**src/rtl/slot_arb_pkg.sv**
```systemverilog
package slot_arb_pkg;

  // Layout of one slot field; the search logic decodes it.
  localparam int SLOT_W  = 8;
  localparam int ID_W    = 3;
  localparam int EN_BIT  = 7;

  typedef logic [SLOT_W-1:0] slot_field_t;

  function automatic logic slot_live(input slot_field_t f);
    return f[EN_BIT];
  endfunction

  function automatic logic [ID_W-1:0] slot_owner(input slot_field_t f);
    return f[ID_W-1:0];
  endfunction

  // Slot index that follows s in a table of n slots.
  function automatic int unsigned slot_after(input int unsigned s, input int unsigned n);
    return (s + 1) % n;
  endfunction

endpackage

```
**src/rtl/slot_table.sv**
```systemverilog
module slot_table
  import slot_arb_pkg::*;
#(
  parameter int NUM_SLOTS = 16,
  parameter int REG_W     = 32,
  localparam int PER_REG  = REG_W / SLOT_W,
  localparam int NUM_REGS = NUM_SLOTS / PER_REG,
  localparam int REG_AW   = (NUM_REGS > 1) ? $clog2(NUM_REGS) : 1
) (
  input  logic                    clk,
  input  logic                    rst_n,
  input  logic                    cfg_we,
  input  logic [REG_AW-1:0]       cfg_addr,
  input  logic [REG_W-1:0]        cfg_wdata,
  output slot_field_t [NUM_SLOTS-1:0] slots
);

  logic [NUM_REGS-1:0][REG_W-1:0] table_q;
  logic                           wr_hit;

  assign wr_hit = cfg_we && (int'(cfg_addr) < NUM_REGS);

  always_ff @(posedge clk) begin
    if (!rst_n) begin
      table_q <= '0;
    end else if (wr_hit) begin
      table_q[cfg_addr] <= cfg_wdata;
    end
  end

  // Slot order: within a register the top byte comes first.
  for (genvar s = 0; s < NUM_SLOTS; s++) begin : g_slot
    assign slots[s] = table_q[s / PER_REG][REG_W-1-(s % PER_REG)*SLOT_W -: SLOT_W];
  end

  assert_write_lands_R10: assert property (@(posedge clk) disable iff (!rst_n)
    wr_hit |=> table_q[$past(cfg_addr)] == $past(cfg_wdata));

endmodule

```
**src/rtl/slot_search.sv**
```systemverilog
module slot_search
  import slot_arb_pkg::*;
#(
  parameter int NUM_SLOTS   = 16,
  parameter int NUM_MASTERS = 6,
  localparam int PTR_W      = $clog2(NUM_SLOTS)
) (
  input  logic                        clk,
  input  logic                        rst_n,
  input  slot_field_t [NUM_SLOTS-1:0] slots,
  input  logic [NUM_MASTERS-1:0]      req,
  input  logic [PTR_W-1:0]            ptr,
  output logic                        hit,
  output logic [PTR_W-1:0]            hit_slot,
  output logic [ID_W-1:0]             hit_id,
  output logic                        any_live
);

  always_comb begin
    hit      = 1'b0;
    hit_slot = '0;
    hit_id   = '0;
    any_live = 1'b0;
    for (int k = 0; k < NUM_SLOTS; k++) begin
      logic [PTR_W-1:0] idx;
      logic [ID_W-1:0]  who;
      logic             wants;
      idx   = PTR_W'((int'(ptr) + k) % NUM_SLOTS);
      who   = slot_owner(slots[idx]);
      wants = (int'(who) < NUM_MASTERS) && req[who];
      if (slot_live(slots[idx])) any_live = 1'b1;
      if (!hit && slot_live(slots[idx]) && wants) begin
        hit      = 1'b1;
        hit_slot = idx;
        hit_id   = who;
      end
    end
  end

  assert_hit_is_live_R5: assert property (@(posedge clk) disable iff (!rst_n)
    hit |-> slot_live(slots[hit_slot]));

  assert_hit_requests_R2: assert property (@(posedge clk) disable iff (!rst_n)
    hit |-> (int'(hit_id) < NUM_MASTERS) && req[hit_id]);

endmodule

```
**src/rtl/grant_ctrl.sv**
```systemverilog
module grant_ctrl
  import slot_arb_pkg::*;
#(
  parameter int NUM_SLOTS   = 16,
  parameter int NUM_MASTERS = 6,
  localparam int PTR_W      = $clog2(NUM_SLOTS)
) (
  input  logic                   clk,
  input  logic                   rst_n,
  input  logic [NUM_MASTERS-1:0] req,
  input  logic [NUM_MASTERS-1:0] xfer_done,
  input  logic                   hit,
  input  logic [PTR_W-1:0]       hit_slot,
  input  logic [ID_W-1:0]        hit_id,
  input  logic                   any_live,
  output logic [PTR_W-1:0]       ptr,
  output logic [NUM_MASTERS-1:0] grant,
  output logic [ID_W-1:0]        grant_id
);

  logic            owner_v;
  logic [ID_W-1:0] owner_id;
  logic            hold_now;
  logic            fallback_now;

  assign hold_now     = owner_v && req[owner_id] && !xfer_done[owner_id];
  assign fallback_now = !hold_now && !any_live && req[0];

  always_ff @(posedge clk) begin
    if (!rst_n) begin
      owner_v  <= 1'b0;
      owner_id <= '0;
      ptr      <= '0;
    end else if (!hold_now) begin
      if (hit) begin
        owner_v  <= 1'b1;
        owner_id <= hit_id;
        ptr      <= PTR_W'(slot_after(int'(hit_slot), NUM_SLOTS));
      end else if (fallback_now) begin
        owner_v  <= 1'b1;
        owner_id <= '0;
      end else begin
        owner_v  <= 1'b0;
        owner_id <= '0;
      end
    end
  end

  for (genvar m = 0; m < NUM_MASTERS; m++) begin : g_grant
    assign grant[m] = owner_v && (int'(owner_id) == m);
  end
  assign grant_id = owner_id;

  assert_grant_onehot_R8: assert property (@(posedge clk) disable iff (!rst_n)
    $onehot0(grant));

  assert_grant_requested_R8: assert property (@(posedge clk) disable iff (!rst_n)
    (grant & ~$past(req)) == '0);

  assert_hold_keeps_owner_R7: assert property (@(posedge clk) disable iff (!rst_n)
    hold_now |=> owner_v && owner_id == $past(owner_id));

  assert_fallback_cpu_R9: assert property (@(posedge clk) disable iff (!rst_n)
    fallback_now |=> grant[0]);

  assert_idle_no_grant_R11: assert property (@(posedge clk) disable iff (!rst_n)
    (!hold_now && req == '0) |=> grant == '0);

endmodule

```
**src/rtl/slot_arbiter.sv**
```systemverilog
module slot_arbiter
  import slot_arb_pkg::*;
#(
  parameter int NUM_SLOTS   = 16,
  parameter int NUM_MASTERS = 6,
  parameter int REG_W       = 32,
  localparam int PER_REG    = REG_W / SLOT_W,
  localparam int NUM_REGS   = NUM_SLOTS / PER_REG,
  localparam int REG_AW     = (NUM_REGS > 1) ? $clog2(NUM_REGS) : 1,
  localparam int PTR_W      = $clog2(NUM_SLOTS)
) (
  input  logic                   clk,
  input  logic                   rst_n,
  input  logic                   cfg_we,
  input  logic [REG_AW-1:0]      cfg_addr,
  input  logic [REG_W-1:0]       cfg_wdata,
  input  logic [NUM_MASTERS-1:0] req,
  input  logic [NUM_MASTERS-1:0] xfer_done,
  output logic [NUM_MASTERS-1:0] grant,
  output logic [ID_W-1:0]        grant_id
);

  slot_field_t [NUM_SLOTS-1:0] slots;
  logic [PTR_W-1:0]            ptr;
  logic                        hit;
  logic [PTR_W-1:0]            hit_slot;
  logic [ID_W-1:0]             hit_id;
  logic                        any_live;

  slot_table #(.NUM_SLOTS(NUM_SLOTS), .REG_W(REG_W)) table_i (
    .clk(clk), .rst_n(rst_n), .cfg_we(cfg_we), .cfg_addr(cfg_addr),
    .cfg_wdata(cfg_wdata), .slots(slots)
  );

  slot_search #(.NUM_SLOTS(NUM_SLOTS), .NUM_MASTERS(NUM_MASTERS)) search_i (
    .clk(clk), .rst_n(rst_n), .slots(slots), .req(req), .ptr(ptr),
    .hit(hit), .hit_slot(hit_slot), .hit_id(hit_id), .any_live(any_live)
  );

  grant_ctrl #(.NUM_SLOTS(NUM_SLOTS), .NUM_MASTERS(NUM_MASTERS)) ctrl_i (
    .clk(clk), .rst_n(rst_n), .req(req), .xfer_done(xfer_done),
    .hit(hit), .hit_slot(hit_slot), .hit_id(hit_id), .any_live(any_live),
    .ptr(ptr), .grant(grant), .grant_id(grant_id)
  );

  assert_id_matches_grant_R8: assert property (@(posedge clk) disable iff (!rst_n)
    grant != '0 |-> grant[grant_id]);

endmodule

```
**config.mk**
```make
export PLATFORM = sky130hd
export DESIGN_NAME = slot_arbiter
export DESIGN_NICKNAME = d
export VERILOG_FILES = /design/src/rtl/slot_arb_pkg.sv /design/src/rtl/slot_table.sv /design/src/rtl/slot_search.sv /design/src/rtl/grant_ctrl.sv /design/src/rtl/slot_arbiter.sv
export SDC_FILE = /design/constraint.sdc
export NUM_CORES = 1
export LEC_CHECK = 0
export BUFFER_PORTS_ARGS = -buffer_cell sky130_fd_sc_hd__buf_4
export CAP_MARGIN = 10
export CORE_ASPECT_RATIO = 0.7
export CORE_MARGIN = 5
export CORE_UTILIZATION = 30
export CTS_CLUSTER_DIAMETER = 50
export DETAILED_ROUTE_END_ITERATION = 8
export PLACE_DENSITY = 0.43
export SYNTH_ARGS = -nofsm -noshare
export SYNTH_HDL_FRONTEND = slang
export SYNTH_SLANG_ARGS = --single-unit
```
**constraint.sdc**
```tcl
create_clock -name clk -period 14.3 [get_ports clk]
set_input_delay 2.86 -clock clk [delete_from_list [all_inputs] [get_ports clk]]
set_output_delay 2.86 -clock clk [all_outputs]
set_load 0.005 [all_outputs]
```
==> results.md <==
- Hold-critical path depth: 2
- Kind of launch point of the worst setup path: register
- Average instance area after synthesis: 9.05 um2
- Syn nets: 1,036
- Number of synthesized register bits: 72
- Routed wire length per instance: 24.6 um
- FF-to-FF End: ctrl_i.ptr[2]
- Die Width: 215 um
- Final setup violation count: 0
- Post-cts resize count: 0
- Total of warnings raised by yosys: 0
- HPWL after detailed placement: 25,600 um
- Primary FF master, synth: dfxtp_1
- Overflow after GRT: 0
- Sequential element share of the synthesized area: 0.163
- Number of antenna violations at the first check in global routing: 0
- Nets: 1,033
- Largest fanout on the critical path: 24
- Cell at the slowest stage of the critical path: ha_1
- Design internal power: 865 uW
- H-tree level count: 3
- Row cnt: 52
- Dominant delay contributor by cell family on the critical path: simple AND/OR/NAND/NOR gates
- Status: completed
- Clk Latency, worst-skew pair: 0.36 ns
- Total CTS buffers: 9
- Wire length of the first global-routing pass: 50,600 um
- Data arrival time at the worst-slack endpoint: 6.51 ns
- Crit-path max cell delay: 0.97 ns
- Average vias per placed instance: 6.08
- Number of distinct library cells after synthesis: 85
- Share of post-route cells with drive strength above 1: 0.233
- Clock transition at path regs: 0.06 ns
- Post-CTS Hold Buffers: 0
- Inst Count DP: 1,343
- Power share of the sequential group: 0.146
- Worst IR Drop VDD: 0.0945 mV
- Clock network power share: 0.142
- GR Util All Layers: 0.199
- Total negative slack for setup checks: 0 ns
- GPL Wtd Cong: 0.976
- Count of buffer and inverter cells on the critical path: 2
- Vias: 8,260
- Tightest Hold Check Type: register to register
- Die span in y: 154 um
- Die outline area: 33,100 um2
- Detailed Routing Iterations Pass 1: 5
- Max capacitance violation total: 0
- Master cell of the clock root buffer: clkbuf_16
- Power per Cell Area: 179 nW/um2
- Overall routed net length: 33,400 um
- Setup crit start: ctrl_i.ptr[2]
- Worst-path cell chain: inv_1, ha_1, mux4_2, mux2_2, mux2i_1, nor2_1, a21oi_2, inv_1, nor2_4, nand4_4, nor4b_4, a221oi_2, a32oi_1, nor2_1, nor2_1, ha_1, xnor2_1, a211oi_1
- Switching Share: 0.503
- Setup CP Type: register to register
- Area growth from synthesis to layout: 9.46%
- DRC errors left: 0
- Effective utilization at floorplan: 0.305
- Sort of element at the end of the critical path: register
- Count of input and output buffers: 41
- Worst-case reg-to-reg path depth: 18
- Async SR Flop Fraction: 0
- EDFF count, synth: 0
- Total standard cell area after synthesis: 8860 um2
- # diodes: 0
- Number of top-level pins: 58
- Post-synthesis instance total: 979
- Required time reported for the critical path endpoint: 14.55 ns
- Detailed Route Iter0 Violations: 822
- Tcrit/Tclk final: 0.438
- RR Startpoint: ctrl_i.ptr[2]
- Worst slew margin: 0.348
- Max Clock Freq: 160 MHz
- Clock net sink count: 72
- Number of routed nets with antenna violations: 0
- Max-slew violations: 0
- Most frequent cell on the critical path: nor2_1
- Crit path time final: 6.26 ns
- Destination of the worst hold path: table_i.slots[64]
- Flop-to-flop setup slack: 8.04 ns
- Core Util, Final: 0.334
- Via count of the first global-routing pass: 7,500
- Post-CTS Setup Repair Bufs: 0
- Hold path startpoint: table_i.slots[64]
- Final hold violations: 0
- Switching pwr: 875 uW
- RSZ-0062 raised after global routing: no
- Clock Tree Buf Depth: 2
- Clk_skew: 0.0107 ns
- Leak Pwr: 0.00333 uW
- Relative contribution of combinational cells to total power: 0.712
- CTS tree: done
- Largest net degree at the start of global routing: 69
- Core area: 29,000 um2
- Worst Max-Slew Pin Slew: 0.977 ns
- Non-filler instance count after layout: 1,359
[sequential cells by signal (all words and copies together) (netlist names)]
signal	flops
table_i.slots	64
ctrl_i.ptr	4
ctrl_i.owner_v	1
ctrl_i.grant_id	3
[stage by stage]
step / hold slack [ns] / setup slack (ns) / cell area [um2] / power, uW
5_1_grt: 0.560 / 7.51 / 9700 / 1850
2_1_floorplan: 0.470 / 8.50 / 8860 / 1170
6_report: 0.521 / 8.04 / 9700 / 1740
4_1_cts: 0.520 / 8.04 / 9700 / 1730
3_5_place_dp: 0.512 / 8.08 / 9390 / 1470
3_3_place_gp: 0.501 / 8.01 / 9390 / 1480
[layer usage]
metal	up-vias	part of all wire	track usage
met5	-	0	0
met1	4158	0.49	0.311
li1	3731	-	-
met2	333	0.40	0.266
met3	38	0.10	0.0653
met4	0	0.012	0.0350
[cell families (layout without fill, tap and decap cells)]
kind of cell,Yosys count,after routing,synth area share
buf+inv,106,108,0.0600
compound gates,228,228,0.167
simple gates,339,339,0.179
mux,213,213,0.405
xor+xnor,13,13,0.0145
fa+ha+maj,8,8,0.0113
flops,72,72,0.163
[area by class of cell]
| class | count | area [um2] |
|---|---|---|
| Sequential cell | 72 | 1450 |
| Fill cell | 3031 | 19300 |
| Clock inverter | 5 | 80.1 |
| Inverter | 32 | 120 |
| Tap cell | 378 | 473 |
| Clock buffer | 11 | 233 |
| Multi-Input combinational cell | 801 | 6900 |
| Timing Repair Buffer | 60 | 450 |
[power groups by stage]
stage	clock, uW	sequential [uW]	combinational, uW
after floorplan	0	232	943
after global placement	0	260	1220
after detailed placement	0	260	1210
after CTS	253	256	1220
after global routing	260	261	1330
final	247	255	1240
[worst max-delay path by stage]
| stage | endpoint | slack (ns) | cells after the start |
|---|---|---|---|
| floorplan | ctrl_i.ptr[1] | 8.50 | 25 |
| global placement | ctrl_i.ptr[2] | 8.01 | 15 |
| detailed placement | ctrl_i.ptr[1] | 8.08 | 15 |
| CTS | ctrl_i.ptr[2] | 8.04 | 18 |
| global route | ctrl_i.ptr[2] | 7.51 | 18 |
| finish | ctrl_i.ptr[2] | 8.04 | 18 |
[cells in the mapped netlist, types with 5 or more instances]
cell type,count,area [um2]
a21oi_1,96,480
xnor2_1,8,70.1
a211oi_1,11,82.6
a22o_1,5,43.8
and3_1,11,68.8
mux2i_1,82,821
mux2_2,16,180
dfxtp_1,72,1440
buf_2,16,80.1
inv_1,29,109
nand3_1,10,50.1
nand2b_1,10,62.6
o21ai_0,24,120
mux4_2,107,2410
or3_1,9,56.3
o22ai_1,10,62.6
nor2b_1,9,56.3
o211ai_1,8,60.1
buf_6,8,90.1
a22oi_1,6,45.0
and2_1,6,37.5
nor2_1,46,173
ha_1,8,100
nand2_1,190,713
mux4_1,6,158
clkbuf_1,40,150
buf_4,7,52.6
a21o_1,7,52.6
a31oi_1,6,37.5
nor3_1,17,85.1
[layout by cell type, fill, tap and decap left out, drive strengths merged, types with 5 or more instances in the layout]
cell type / instances
nor3: 19
nor2: 49
o22ai: 10
inv: 33
dfxtp: 72
a21oi: 98
xor2: 5
and3: 11
nand2: 190
a21o: 7
mux2i: 83
ha: 8
o211ai: 8
a31oi: 7
nand2b: 10
xnor2: 8
or3: 9
and2: 8
a211oi: 12
buf: 60
mux4: 113
nand3: 10
mux2: 17
nand4: 5
o21ai: 25
a22o: 5
nor2b: 9
a22oi: 7
clkbuf: 11
[worst min-delay path, stage by stage, from the launching register on]
cell and delay (ns):
dfxtp_1 0.35, nand2_1 0.07, a21oi_1 0.05
Power figures use the tool's default switching activity.
